## config.mk

```make
export PLATFORM = sky130hd
export DESIGN_NAME = i2cst_top
export DESIGN_NICKNAME = d
export VERILOG_FILES = /design/src/rtl/i2cst_pkg.sv /design/src/rtl/i2cst_sync.sv /design/src/rtl/i2cst_cond.sv /design/src/rtl/i2cst_txeng.sv /design/src/rtl/i2cst_irq.sv /design/src/rtl/i2cst_top.sv
export SDC_FILE = /design/constraint.sdc
export NUM_CORES = 1
export LEC_CHECK = 0
export ABC_AREA = 0
export BUFFER_PORTS_ARGS = -buffer_cell sky130_fd_sc_hd__clkbuf_2
export CAP_MARGIN = 20
export CORE_ASPECT_RATIO = 0.8
export CORE_UTILIZATION = 33
export DETAILED_ROUTE_END_ITERATION = 10
export PLACE_DENSITY = 0.58
export SYNTH_ARGS = -nofsm -noshare
export SYNTH_HDL_FRONTEND = slang
export SYNTH_SLANG_ARGS = --single-unit
```

## constraint.sdc

```tcl
create_clock -name clk -period 2.6 [get_ports clk]
set_input_delay 0.52 -clock clk [delete_from_list [all_inputs] [get_ports clk]]
set_output_delay 0.52 -clock clk [all_outputs]
set_load 0.005 [all_outputs]
```

## src/rtl/i2cst_pkg.sv

```systemverilog
package i2cst_pkg;

  typedef enum logic [2:0] {
    ST_IDLE  = 3'd0,
    ST_HOLD  = 3'd1,
    ST_SETUP = 3'd2,
    ST_SHIFT = 3'd3,
    ST_ACK   = 3'd4,
    ST_NACKW = 3'd5
  } tx_state_e;

  localparam logic [1:0] CAUSE_NONE = 2'b00;
  localparam logic [1:0] CAUSE_EOT  = 2'b01;
  localparam logic [1:0] CAUSE_STOP = 2'b10;

  // Width of a counter that must hold values 0..n-1.
  function automatic int unsigned ctr_width(input int unsigned n);
    return (n <= 2) ? 1 : $clog2(n);
  endfunction

  // Next interrupt cause: stop beats end of transfer, any event beats clear.
  function automatic logic [1:0] next_cause(input logic [1:0] cur,
                                            input logic eot,
                                            input logic stp,
                                            input logic clr);
    if (stp)      return CAUSE_STOP;
    else if (eot) return CAUSE_EOT;
    else if (clr) return CAUSE_NONE;
    else          return cur;
  endfunction

  // A bus condition is only valid when SCL was already high the cycle before.
  function automatic logic bus_cond(input logic scl_lvl, input logic scl_rise,
                                    input logic sda_edge);
    return scl_lvl & ~scl_rise & sda_edge;
  endfunction

endpackage

```

## src/rtl/i2cst_sync.sv

```systemverilog
module i2cst_sync #(
  parameter int STAGES = 2
) (
  input  logic clk,
  input  logic rst_n,
  input  logic line_in,
  output logic lvl,
  output logic rise,
  output logic fall
);
  logic [STAGES-1:0] chain;
  logic              prev;

  generate
    if (STAGES == 1) begin : g_single
      always_ff @(posedge clk or negedge rst_n) begin
        if (!rst_n) chain <= 1'b1;
        else        chain <= line_in;
      end
    end else begin : g_multi
      always_ff @(posedge clk or negedge rst_n) begin
        if (!rst_n) chain <= '1;
        else        chain <= {chain[STAGES-2:0], line_in};
      end
    end
  endgenerate

  always_ff @(posedge clk or negedge rst_n) begin
    if (!rst_n) prev <= 1'b1;
    else        prev <= chain[STAGES-1];
  end

  assign lvl  = chain[STAGES-1];
  assign rise = lvl & ~prev;
  assign fall = ~lvl & prev;
endmodule

```

## src/rtl/i2cst_cond.sv

```systemverilog
module i2cst_cond (
  input  logic scl_lvl,
  input  logic scl_rise,
  input  logic sda_rise,
  input  logic sda_fall,
  output logic start_det,
  output logic stop_det
);
  import i2cst_pkg::*;

  assign start_det = bus_cond(scl_lvl, scl_rise, sda_fall);
  assign stop_det  = bus_cond(scl_lvl, scl_rise, sda_rise);
endmodule

```

## src/rtl/i2cst_txeng.sv

```systemverilog
module i2cst_txeng #(
  parameter int DATA_W    = 8,
  parameter int SETUP_CYC = 4
) (
  input  logic              clk,
  input  logic              rst_n,
  input  logic              scl_lvl,
  input  logic              scl_rise,
  input  logic              scl_fall,
  input  logic              sda_lvl,
  input  logic              start_det,
  input  logic              stop_det,
  input  logic              arm,
  input  logic              tx_wr,
  input  logic [DATA_W-1:0] tx_data,
  input  logic              rel_stb,
  output logic              scl_hold,
  output logic              sda_low,
  output logic              ack_seen,
  output logic              eot_evt
);
  import i2cst_pkg::*;

  localparam int CNT_W   = ctr_width(DATA_W);
  localparam int SET_W   = ctr_width(SETUP_CYC + 1);
  localparam logic [CNT_W-1:0] LAST_BIT = CNT_W'(DATA_W - 1);
  localparam logic [SET_W-1:0] SET_END  = SET_W'(SETUP_CYC);

  tx_state_e         st;
  logic [DATA_W-1:0] shreg;
  logic [CNT_W-1:0]  bit_cnt;
  logic [SET_W-1:0]  set_cnt;
  logic              ack_q;
  logic              bus_abort;
  logic              last_fall;
  logic              ninth_rise;

  assign bus_abort  = start_det | stop_det;
  assign last_fall  = (st == ST_SHIFT) & scl_fall & (bit_cnt == LAST_BIT);
  assign ninth_rise = (st == ST_ACK) & scl_rise & ~bus_abort;
  assign eot_evt    = (st == ST_ACK) & scl_fall & ~bus_abort;

  always_ff @(posedge clk or negedge rst_n) begin
    if (!rst_n) begin
      st      <= ST_IDLE;
      shreg   <= '0;
      bit_cnt <= '0;
      set_cnt <= '0;
      ack_q   <= 1'b0;
    end else if (bus_abort) begin
      st      <= ST_IDLE;
      bit_cnt <= '0;
      set_cnt <= '0;
    end else begin
      case (st)
        ST_IDLE:  if (arm) st <= ST_HOLD;
        ST_HOLD: begin
          if (tx_wr) begin
            shreg   <= tx_data;
            bit_cnt <= '0;
            set_cnt <= '0;
            st      <= ST_SETUP;
          end
        end
        ST_SETUP: begin
          if (set_cnt == SET_END) st <= ST_SHIFT;
          else                    set_cnt <= set_cnt + 1'b1;
        end
        ST_SHIFT: begin
          if (last_fall) begin
            st <= ST_ACK;
          end else if (scl_fall) begin
            shreg   <= {shreg[DATA_W-2:0], 1'b0};
            bit_cnt <= bit_cnt + 1'b1;
          end
        end
        ST_ACK: begin
          if (ninth_rise) ack_q <= ~sda_lvl;
          if (eot_evt)    st    <= ack_q ? ST_HOLD : ST_NACKW;
        end
        ST_NACKW: if (rel_stb) st <= ST_IDLE;
        default:  st <= ST_IDLE;
      endcase
    end
  end

  assign scl_hold = (st == ST_HOLD) | (st == ST_SETUP) | (st == ST_NACKW);
  assign sda_low  = ((st == ST_SETUP) | (st == ST_SHIFT)) & ~shreg[DATA_W-1];
  assign ack_seen = ack_q;

  p_sda_stable_r3: assert property (@(posedge clk) disable iff (!rst_n)
    (scl_lvl && $past(scl_lvl)) |-> $stable(sda_low));

  p_ack_slot_free_r4: assert property (@(posedge clk) disable iff (!rst_n)
    last_fall |=> !sda_low);

  p_ack_capture_r5: assert property (@(posedge clk) disable iff (!rst_n)
    ninth_rise |=> (ack_seen == !$past(sda_lvl)));

  p_eot_stretch_r6: assert property (@(posedge clk) disable iff (!rst_n)
    eot_evt |=> scl_hold);

  p_nack_quiet_r7: assert property (@(posedge clk) disable iff (!rst_n)
    (eot_evt && !ack_seen) |=> (!sda_low && scl_hold));

  p_start_exit_r11: assert property (@(posedge clk) disable iff (!rst_n)
    start_det |=> (!sda_low && !scl_hold));
endmodule

```

## src/rtl/i2cst_irq.sv

```systemverilog
module i2cst_irq (
  input  logic       clk,
  input  logic       rst_n,
  input  logic       eot_evt,
  input  logic       stop_evt,
  input  logic       irq_ack,
  output logic       irq,
  output logic [1:0] irq_cause
);
  import i2cst_pkg::*;

  logic [1:0] cause_q;

  always_ff @(posedge clk or negedge rst_n) begin
    if (!rst_n) cause_q <= CAUSE_NONE;
    else        cause_q <= next_cause(cause_q, eot_evt, stop_evt, irq_ack);
  end

  assign irq_cause = cause_q;
  assign irq       = |cause_q;

  p_eot_cause_r6: assert property (@(posedge clk) disable iff (!rst_n)
    (eot_evt && !stop_evt) |=> (irq_cause == 2'b01));

  p_stop_cause_r9: assert property (@(posedge clk) disable iff (!rst_n)
    stop_evt |=> (irq_cause == 2'b10));

  p_ack_clears_r10: assert property (@(posedge clk) disable iff (!rst_n)
    (irq_ack && !eot_evt && !stop_evt) |=> (irq_cause == 2'b00));

  p_cause_legal_r10: assert property (@(posedge clk) disable iff (!rst_n)
    $onehot0(irq_cause));
endmodule

```

## src/rtl/i2cst_top.sv

```systemverilog
module i2cst_top #(
  parameter int DATA_W      = 8,
  parameter int SYNC_STAGES = 2,
  parameter int SETUP_CYC   = 4
) (
  input  logic              clk,
  input  logic              rst_n,
  input  logic              scl_i,
  input  logic              sda_i,
  output logic              scl_oe,
  output logic              sda_oe,
  input  logic              arm,
  input  logic              tx_wr,
  input  logic [DATA_W-1:0] tx_data,
  input  logic              rel_stb,
  input  logic              irq_ack,
  output logic              ack_seen,
  output logic              irq,
  output logic [1:0]        irq_cause
);
  localparam int N_LINES = 2;
  localparam int IDX_SCL = 0;
  localparam int IDX_SDA = 1;

  logic [N_LINES-1:0] line_raw;
  logic [N_LINES-1:0] line_lvl;
  logic [N_LINES-1:0] line_rise;
  logic [N_LINES-1:0] line_fall;
  logic               start_det;
  logic               stop_det;
  logic               eot_evt;

  assign line_raw[IDX_SCL] = scl_i;
  assign line_raw[IDX_SDA] = sda_i;

  generate
    for (genvar g = 0; g < N_LINES; g++) begin : g_sync
      i2cst_sync #(.STAGES(SYNC_STAGES)) u_sync (
        .clk     (clk),
        .rst_n   (rst_n),
        .line_in (line_raw[g]),
        .lvl     (line_lvl[g]),
        .rise    (line_rise[g]),
        .fall    (line_fall[g])
      );
    end
  endgenerate

  i2cst_cond u_cond (
    .scl_lvl   (line_lvl[IDX_SCL]),
    .scl_rise  (line_rise[IDX_SCL]),
    .sda_rise  (line_rise[IDX_SDA]),
    .sda_fall  (line_fall[IDX_SDA]),
    .start_det (start_det),
    .stop_det  (stop_det)
  );

  i2cst_txeng #(.DATA_W(DATA_W), .SETUP_CYC(SETUP_CYC)) u_eng (
    .clk       (clk),
    .rst_n     (rst_n),
    .scl_lvl   (line_lvl[IDX_SCL]),
    .scl_rise  (line_rise[IDX_SCL]),
    .scl_fall  (line_fall[IDX_SCL]),
    .sda_lvl   (line_lvl[IDX_SDA]),
    .start_det (start_det),
    .stop_det  (stop_det),
    .arm       (arm),
    .tx_wr     (tx_wr),
    .tx_data   (tx_data),
    .rel_stb   (rel_stb),
    .scl_hold  (scl_oe),
    .sda_low   (sda_oe),
    .ack_seen  (ack_seen),
    .eot_evt   (eot_evt)
  );

  i2cst_irq u_irq (
    .clk       (clk),
    .rst_n     (rst_n),
    .eot_evt   (eot_evt),
    .stop_evt  (stop_det),
    .irq_ack   (irq_ack),
    .irq       (irq),
    .irq_cause (irq_cause)
  );

  p_stop_releases_r9: assert property (@(posedge clk) disable iff (!rst_n)
    stop_det |=> (!scl_oe && !sda_oe));
endmodule

```

==> results of run 1 <==
-- power breakdown --
| part | switching (mW) | leakage (nW) | internal (mW) |
|---|---|---|---|
| registers | 0.104 | 0.318 | 0.531 |
| logic | 0.227 | 0.354 | 0.260 |
| clock network | 0.130 | 0.0357 | 0.206 |
| total | 0.461 | 0.708 | 0.997 |
-- cells in the final DEF (no fill, tap or decap), types with 4 or more instances in the layout --
cell and count:
clkbuf_2 21, dfrtp_1 20, mux2_2 13, nand2_1 12, inv_1 8, o21ai_0 6, dfstp_2 6, nor2_1 5
mux2i_1 4, a21oi_1 4, ha_1 4
-- synthesized netlist by cell type (2+ instances only) --
master	instances	area share [%]
nand3_1	2	0.76
buf_6	2	1.7
dfstp_2	6	12
mux2_2	13	11
o21ai_0	6	2.3
inv_1	8	2.3
ha_1	4	3.8
clkbuf_1	2	0.57
nand3b_1	2	1.1
a21oi_1	4	1.5
xor2_1	2	1.3
o22ai_1	2	0.95
nand2b_1	3	1.4
nor2_1	5	1.4
mux2i_1	4	3.0
nor3b_1	2	1.1
o21a_1	2	1.1
dfrtp_1	20	38
nand2_1	12	3.4
-- kinds of logic (layout without fill, tap and decap cells) --
family,Yosys count,count (layout)
flip-flops,26,26
adder cells (fa/ha/maj),4,4
AO/OA/AOI/OAI,21,21
buffers and inverters,14,34
multiplexers,17,17
XOR/XNOR,2,2
AND/OR/NAND/NOR,35,35
-- stage by stage --
step           hold slack, ns  power [mW]  cells
3_3_place_gp           0.3455       1.114    190
5_1_grt                0.2893       1.568    194
3_5_place_dp           0.3475       1.135    190
4_1_cts                0.2704       1.480    194
6_report               0.2555       1.458    194
2_1_floorplan          0.2244       1.023    119
-- flip-flops by register name, summed over array words and instances (netlist names) --
signal and flops:
u_irq.irq_cause 2, g_sync.u_sync.prev 2, g_sync.u_sync.chain 4, u_eng.shreg 8
u_eng.ack_seen 1, u_eng.bit_cnt 3, u_eng.set_cnt 3, u_eng.st 3
-- cell type report --
type	instances	area (um^2)	area share [%]
well taps	55	68.82	4.504
inverters	8	30.03	1.966
flip-flops and latches	26	658.1	43.08
clock buffers	3	41.29	2.703
repair buffers	22	112.6	7.371
clock inverters	1	30.03	1.966
multi-input cells	79	586.8	38.41
-- routing by layer --
metal	vias to the layer above	global-route usage [%]	part of all wire, %
met1	439	16.61	49
met3	6	4.281	4.5
li1	454	-	-
met2	22	20.29	46
met5	-	0	0
met4	0	3.641	0.74
-- worst max-delay path by stage --
| stage | end | slack [ns] | cells past startpoint |
|---|---|---|---|
| after detailed placement | u_eng.shreg[2] | 0.46 | 4 |
| after CTS | u_eng.shreg[2] | 0.45 | 5 |
| after floorplan | u_eng.shreg[1] | 0.60 | 6 |
| final | u_eng.shreg[2] | 0.45 | 5 |
| after global routing | u_eng.shreg[2] | 0.37 | 5 |
| after global placement | u_eng.shreg[3] | 0.51 | 4 |
-- critical path, cell delays in order, from the launching register on --
cell	delay, ns
dfrtp_1	0.41
ha_1	0.22
ha_1	0.19
or3_1	0.50
a21oi_4	0.34
mux2_2	0.38
==> results by group, run 1 <==
Synth
  • Seq/Total Area, Yosys: 49.95%
  • Mux cell area share after synthesis: between 10% and 20%
  • Synth Net Count: between 100 and 150
  • Main combinational cell family by area after synthesis: simple AND/OR/NAND/NOR gates
  • EDFF count, synth: 0
  • Post-synthesis compound-gate area fraction: 10.73%
  • Mapped Avg Cell Area: 11.07 um^2
  • Prevailing post-synth register cell: dfrtp_1
  • Cell count after synthesis: 119
  • Simple-gate share of the synthesized area: 14.53%
  • Post-synthesis xor/xnor area fraction: ~1.3%
  • Mapped cell area: roughly 1300 um^2
  • Yosys warnings: 0
  • Yosys cell types: 37
  • Ys async rst share: 100.0%
  • Yosys reg bits: 26
  • Post-Synth Adder-Cell Area: 3.799%

GRT
  • Number of global-route vias before repair: 883
  • Number of antenna violations at the first check in global routing: 0
  • Largest net degree at the start of global routing: 27
  • Grt ovf: 0
  • GRT Resource Usage Total: 12.74%
  • First-pass GRT wire length: 4077 um

Final layout
  • Layout fillers: 393
  • Nets: between 150 and 200
  • Fin area: approximately 1500 um^2
  • Ant diodes: 0
  • Share of layout cells above drive strength 1: between 30% and 40%
  • Final Util: 40.16%
  • Area Overhead vs Synth: 15.95%

Setup path
  • Worst-case reg-to-reg path depth: 5
  • Required time of the worst setup path: about 2.8 ns
  • CP Data Arrival Time: 2.31 ns
  • Internal reg-to-reg setup slack: ~0.45 ns
  • Critical path endpoint category: register
  • RR Endpoint: u_eng.shreg[2]
  • Crit Path Class: register to register
  • Reg-to-reg startpoint: u_eng.bit_cnt[0]
  • Worst setup startpoint: u_eng.bit_cnt[0]
  • Startpoint types: register
  • CP Max Fanout: 8

STA
  • Worst slew margin: 57.13%
  • Setup violations, final: 0
  • RSZ-0062 raised after global routing: false
  • Max-slew violations: 0
  • Worst Skew: 0.002444 ns
  • Final worst slack: 0.4527 ns
  • FMAX: ~470 MHz
  • Min Tclk post-route: 2.147 ns
  • Final hold violations: 0
  • TNS Setup: 0 ns
  • Worst-Margin Slew: 0.6430 ns
  • Final period utilization: 82.59%

Clocking
  • H-tree levels: 1
  • Total CTS buffers: 3
  • Worst-skew pair later-pin latency: 0.27 ns
  • Clock Tree Buf Depth: 2
  • TritonCTS clock tree: done
  • Clk pin slew, worst setup/hold paths: ~0.09 ns
  • Setup Buffers After CTS: 0
  • Clk sinks: 26
  • Clk root buf: clkbuf_8
  • Post_cts resized: 0
  • Hold Buf Count CTS: 0

Floorplanning
  • Core area: 3804 um^2
  • Die Y: slightly below 60 um
  • Die W: 72.65 um
  • Initial core utilization: 34.64%
  • Die footprint: 4251 um^2
  • Row Count: 20
  • I/O Pins: 22

Placement
  • Final GP Congestion: 0.7333
  • Placed cell areas: 1456 um^2
  • IO Port Bufs: 21
  • Post-DP HPWL: 1740 um
  • Pre-CTS WS: 0.4624 ns

Route
  • Detailed Route Iter0 Violations: 48
  • Initial DRT Pass Iterations: 5
  • DR vias: 921
  • Final antenna-violating net count: 0
  • Wire per inst: roughly 12 um
  • Vias per inst: about 4.7
  • DRC violation count after routing: 0
  • Drt total wl: approximately 2400 um

Status
  • Status: complete, no violations

Run
  • MaxCap Viol Count: 0

Power
  • Leakage: slightly above 0.7 nW
  • VDD IR max: 0.3166 mV
  • Cell area power density: 954.2 nW/um^2

Hold path
  • Hold Crit Class: primary input to async pin
Power figures use the tool's default switching activity.
==> run 2, diff against run 1 <==
==> constraint.sdc (replaced) <==
create_clock -name clk -period 2 [get_ports clk]
set_input_delay 0.4 -clock clk [delete_from_list [all_inputs] [get_ports clk]]
set_output_delay 0.4 -clock clk [all_outputs]
set_load 0.005 [all_outputs]
==> run 2 against run 1 <==
Compared with the run above: combinational power up 56%; sequential power grew 26%; via count increased by 9.1%.
==> results by group, run 2 (synthesis results as in run 1) <==
GRT
  • GRT busiest layer: met2
  • Grt ovf: 0
  • Number of global-route vias before repair: a little under 1000
  • GRT Resource Usage Total: 13.10%
  • Grt met3 use: 3.767%
  • First-pass GRT wire length: 4291 um
  • Met1 Usage GRT: approximately 16%
  • Largest net degree at the start of global routing: 27
  • Number of antenna violations at the first check in global routing: 0
  • Met2 Use GR: 22.43%

Route
  • Detailed Route Iter0 Violations: 53
  • DRC violation count after routing: 0
  • Initial DRT Pass Iterations: 4
  • Wire per inst: 12.26 um
  • Drt total wl: 2488 um
  • Vias per inst: 4.951
  • Final antenna-violating net count: 0
  • DR vias: approximately 1000

Setup path
  • Required time of the worst setup path: 2.16 ns
  • CP Data Arrival Time: 2.12 ns
  • Worst path max stage delay: 0.42 ns
  • Slowest stage cell, crit path: or3_4
  • Cell Chain, Critical Path: ha_1 -> ha_1 -> or3_4 -> a21oi_4 -> mux2_2
  • Critical path endpoint category: register
  • CP Max Fanout: 8
  • CP dominant cell by count: ha_1
  • Crit Path Class: register to register
  • Worst-case reg-to-reg path depth: 5
  • Startpoint types: register

Final layout
  • Max FFs per register: 8
  • Biggest regs: u_eng.shreg x8, g_sync.u_sync.chain x4
  • Nets: 169
  • Most frequent cells in the layout: clkbuf_2, dfrtp_1, mux2_2, nand2_1, buf_4
  • Area Overhead vs Synth: 21.46%
  • Leading cell type in the layout, fill and taps excluded: clkbuf_2
  • Non-Filler Instances: between 200 and 250
  • Share of layout cells above drive strength 1: between 30% and 40%
  • Ant diodes: 0
  • Layout fillers: about 390
  • Top reg by flops: u_eng.shreg

Clocking
  • Total CTS buffers: 3
  • H-tree levels: 1
  • Hold Buf Count CTS: 0
  • Worst-skew pair later-pin latency: around 0.27 ns
  • Clk root buf: clkbuf_8
  • Clk sinks: 26
  • Clock Tree Buf Depth: 2
  • Clk pin slew, worst setup/hold paths: 0.09 ns
  • TritonCTS clock tree: done

STA
  • Smallest hold slack: 0.1320 ns
  • FMAX: 511.9 MHz
  • Worst-Margin Slew: approximately 0.64 ns
  • RSZ-0062 raised after global routing: true
  • Max-slew violations: 0
  • Setup violations, final: 0
  • Min Tclk post-route: just under 2 ns
  • Final period utilization: 97.67%
  • Worst slew margin: a little under three fifths
  • Worst Skew: 0.004316 ns
  • Final hold violations: 0

Floorplanning
  • I/O Pins: 22
  • Die W: between 70 and 80 um
  • Core area: 3804 um^2
  • Row Count: 20
  • Die footprint: 4251 um^2
  • Die Y: 58.52 um
  • Initial core utilization: between 30% and 40%

Power
  • VDD IR max: about 0.53 mV
  • Cell area power density: 1247 nW/um^2
  • Leakage: 0.7547 nW
  • Final Power: roughly 2.0 mW

Placement
  • IO Port Bufs: 21
  • Post-DP HPWL: 1855 um
  • DP Cell Count: 196
  • Final GP Congestion: around 0.81

Status
  • Status: complete, no violations

Hold path
  • Hold Crit Class: primary input to async pin

Run
  • MaxCap Viol Count: 0
==> run 2: changes by cell type in the layout (fill, tap and decap cells not counted) <==
cell	change
or3_4	+1
buf_4	+9
or3_1	-1
==> run 2: worst paths after layout <==
path	start	endpoint	slack, ns
worst max-delay path	u_eng.bit_cnt[0]	u_eng.shreg[1]	0.05
worst min-delay path	rst_n	u_eng.shreg[0]	0.13
worst max register to register	u_eng.bit_cnt[0]	u_eng.shreg[1]	0.05
worst min register to register	g_sync[1].u_sync.chain[0]	g_sync[1].u_sync.chain[1]	0.36
max in group asynchronous	rst_n	u_eng.bit_cnt[1]	1.45
min in group clk	sda_i	g_sync[1].u_sync.chain[0]	0.20
==> run 2: per-stage QoR <==
stage               setup WS [ns]  area (um^2)  utilization (%)  setup TNS [ns]
finish                    0.04661         1600            42.07               0
floorplan              0.00006706         1318                -               0
global route             -0.03381         1600            42.07         -0.1814
detailed placement       -0.03665         1501            39.47         -0.2012
global placement          0.04903         1501            39.47               0
CTS                      0.009206         1593            41.88               0
==> run 2: where the power goes <==
group          leakage (nW)  internal, mW  switching, mW  total, mW
registers             0.318         0.690          0.109      0.799
logic                 0.401         0.411          0.346      0.758
clock network        0.0357         0.268          0.172      0.440
total                 0.755          1.37          0.627       2.00
==> run 2: cell type report <==
cell class / count / area [um^2] / share of cell area, %
Clock buffer: 3 / 41.29 / 2.580
Clock inverter: 1 / 30.03 / 1.876
Inverter: 8 / 30.03 / 1.876
Multi-Input combinational cell: 79 / 591.8 / 36.98
Sequential cell: 26 / 658.1 / 41.13
Tap cell: 55 / 68.82 / 4.300
Timing Repair Buffer: 31 / 180.2 / 11.26
==> run 2: timing repair <==
item / 4_1_cts / 5_1_grt
gates cloned: 0 / 0
gates resized for setup: 1 / 0
endpoints found under the setup margin: 7 / 6
pin swaps: 1 / 1
buffers inserted: 2 / 1
==> run 2: routing by layer <==
layer / up-vias / wire [um]
met3: 4 / 145
met4: 0 / 18
met2: 37 / 1256
met1: 493 / 1067
li1: 471 / -
met5: - / 0
==> run 2: critical path, delay by kind of cell, from the launching register on <==
family	cells	cell delay, ns
AND/OR/NAND/NOR	1	0.42
flip-flops	1	0.39
multiplexers	1	0.37
AO/OA/AOI/OAI	1	0.27
adder cells (fa/ha/maj)	2	0.39
==> run 3, diff against run 2 <==
--- a/config.mk
+++ b/config.mk
@@ -9,9 +9,11 @@
 export BUFFER_PORTS_ARGS = -buffer_cell sky130_fd_sc_hd__clkbuf_2
 export CAP_MARGIN = 20
 export CORE_ASPECT_RATIO = 0.8
+export CORE_MARGIN = 3
 export CORE_UTILIZATION = 33
 export DETAILED_ROUTE_END_ITERATION = 10
-export PLACE_DENSITY = 0.58
+export PLACE_DENSITY = 0.57
 export SYNTH_ARGS = -nofsm -noshare
 export SYNTH_HDL_FRONTEND = slang
+export SYNTH_HIERARCHICAL = 1
 export SYNTH_SLANG_ARGS = --single-unit
==> run 3 against run 2 <==
Compared with the run above: non-clock buffer count increased by 7; synthesized area is 11% higher; die area is 24% higher; critical path type unchanged; largest cell class is now multi-input combinational cells; power is 10% higher; final cell count up 9.9%; setup slack lost 0.011 ns; global-route usage grew 0.27 points; clock power increased by 0.9%; sequential power grew 2.9%; count of clock-buffer cells in the layout did not move; register-to-register slack about the same; routed wire length rose by 30%.
==> results by group, run 3 <==
Status
  • Status: complete, no violations

Clocking
  • TritonCTS clock tree: done
  • Clk pin slew, worst setup/hold paths: 0.10 ns
  • Clk sinks: 26
  • H-tree levels: 1
  • Worst-skew pair later-pin latency: 0.27 ns
  • Total CTS buffers: 3
  • Clk root buf: clkbuf_8
  • Clock Tree Buf Depth: 2

Synth
  • Mapped cell area: approximately 1500 um^2
  • Yosys top cell area share: 34.13%
  • Yosys reg bits: 26
  • Ys async rst share: 100.0%
  • Prevailing post-synth register cell: dfrtp_1
  • Mapped Avg Cell Area: 11.37 um^2
  • Synth Net Count: between 100 and 150
  • Yosys warnings: 6
  • Seq/Total Area, Yosys: 44.88%
  • Largest area contributor in the netlist: dfrtp_1
  • Synth top cells by count: dfrtp_1, inv_1
  • Cell count after synthesis: between 100 and 150
  • EDFF count, synth: 0
  • Yosys cell types: 44
  • Area contributors post-synth: dfrtp_1, dfstp_2, mux2_4
  • Top-count cell post-synth: dfrtp_1

Setup path
  • Cell Chain, Critical Path: and2b_2 -> and3b_1 -> or2_4 -> a211oi_4 -> buf_12 -> mux2_4
  • RR Endpoint: u_eng/shreg[2]
  • Slowest stage cell, crit path: dfstp_2
  • Worst-case reg-to-reg path depth: 6
  • Internal reg-to-reg setup slack: around 0.036 ns
  • Startpoint types: register
  • Required time of the worst setup path: around 2.2 ns
  • CP Max Fanout: 8
  • Worst path max stage delay: 0.54 ns
  • Critical path endpoint category: register
  • CP Data Arrival Time: between 2 and 2.5 ns
  • Reg-to-reg startpoint: g_sync[1].u_sync/chain[1]
  • Crit Path Class: register to register

Final layout
  • Ant diodes: 0
  • Area Overhead vs Synth: 26.45%
  • Most frequent cells in the layout: clkbuf_2, dfrtp_1, buf_4, inv_1
  • Top reg by flops: u_eng/shreg
  • Nets: between 150 and 200
  • Sequential Area: 661.9 um^2
  • Leading cell type in the layout, fill and taps excluded: clkbuf_2
  • Biggest regs: u_eng/shreg x8, g_sync.u_sync/chain x4
  • Fin area: 1854 um^2
  • Layout fillers: 421
  • Share of layout cells above drive strength 1: approximately 46%
  • Max FFs per register: 8
  • Area of the multi-input gates: 770.7 um^2

Route
  • Detailed Route Iter0 Violations: 57
  • Initial DRT Pass Iterations: 5
  • Final antenna-violating net count: 0
  • Vias per inst: 5.090
  • Wire per inst: 14.51 um
  • DRC violation count after routing: 0
  • Drt total wl: between 3000 and 4000 um
  • DR vias: 1135

Floorplanning
  • Core area: 4230 um^2
  • I/O Pins: 22
  • Row Count: 21
  • Initial core utilization: 34.66%
  • Die Y: 65.62 um
  • Die footprint: approximately 5300 um^2
  • Die W: about 80 um

STA
  • FMAX: around 500 MHz
  • Worst-Margin Slew: 0.6581 ns
  • Final hold violations: 0
  • Setup violations, final: 0
  • Smallest hold slack: 0.1388 ns
  • Max-slew violations: 0
  • Worst slew margin: 56.13%
  • Worst Skew: 0.002348 ns
  • RSZ-0062 raised after global routing: true
  • TNS Setup: 0 ns
  • Final period utilization: 98.20%
  • Min Tclk post-route: 1.964 ns

GRT
  • Number of antenna violations at the first check in global routing: 0
  • Grt ovf: 0
  • Number of global-route vias before repair: around 1100
  • Largest net degree at the start of global routing: 27
  • GRT Resource Usage Total: 13.37%
  • First-pass GRT wire length: between 5000 and 6000 um

Placement
  • Post-DP HPWL: 2323 um
  • Final GP Congestion: between 0.8 and 0.9
  • IO Port Bufs: 21
  • Placed cell areas: 1708 um^2

Power
  • Leakage: 0.8794 nW
  • Cell area power density: 1187 nW/um^2
  • VDD IR max: between 0.4 and 0.5 mV

Run
  • MaxCap Viol Count: 0

Hold path
  • Hold Crit Class: primary input to async pin
==> run 3: per-layer routing <==
metal | vias to the layer above | wire [um] | track usage (%)
met4 | 0 | 18 | 2.532
met3 | 2 | 208 | 3.562
li1 | 543 | - | -
met5 | - | 0 | 0
met2 | 41 | 1515 | 22.42
met1 | 549 | 1494 | 17.42
==> run 3: kinds of logic after synthesis <==
| kind of cell | share of synthesized area (%) |
|---|---|
| AO/OA/AOI/OAI | 13.23 |
| buffers and inverters | 4.522 |
| multiplexers | 14.16 |
| flip-flops | 44.88 |
| XOR/XNOR | 0.5974 |
| adder cells (fa/ha/maj) | 3.413 |
| AND/OR/NAND/NOR | 19.20 |
==> run 3: area by class of cell <==
type	count	area share, %
multi-input combinational	89	41.57
clock buffer	3	2.227
timing repair buffer	38	13.23
tap	57	3.846
sequential	26	35.69
clock inverter	1	1.619
inverter	9	1.822
==> run 3: worst max-delay path, delay by kind of cell, from the launching register on <==
family | cells | cell delay (ns)
compound gates | 1 | 0.20
buf+inv | 1 | 0.17
flops | 1 | 0.54
mux | 1 | 0.30
simple gates | 3 | 0.64
==> run 3: worst max path at each step <==
stage               depth (start not counted)          endpoint                       from  slack (ns)
global placement                            6    u_eng/shreg[5]  g_sync[0].u_sync/chain[1]        0.05
finish                                      6    u_eng/shreg[2]  g_sync[1].u_sync/chain[1]        0.04
CTS                                         3            scl_oe                u_eng/st[1]        0.02
detailed placement                          6  u_eng/set_cnt[0]  g_sync[0].u_sync/chain[1]        0.01
global route                                6    u_eng/shreg[2]  g_sync[0].u_sync/chain[1]       -0.01
floorplan                                   6    u_eng/shreg[1]  g_sync[0].u_sync/chain[1]       -0.12
==> run 3: per-stage QoR <==
step	utilization, %	std cells	setup slack (ns)	power [mW]
global route	43.83	223	-0.01027	2.370
global placement	40.37	213	0.04697	1.632
detailed placement	40.37	213	0.01426	1.672
CTS	42.32	217	0.01800	2.143
floorplan	-	129	-0.1250	1.431
finish	43.83	223	0.03604	2.202
==> run 3: power breakdown <==
group	total [mW]	switching, mW	internal, mW
clock	0.444	0.176	0.268
combinational	0.936	0.435	0.501
sequential	0.822	0.125	0.697
==> run 3: repair_timing <==
| item | 4_1_cts | 5_1_grt |
|---|---|---|
| endpoints found under the setup margin | 6 | 10 |
| gates resized for setup | 4 | 4 |
| setup buffers | 0 | 6 |
| hold buffers | 0 | 0 |
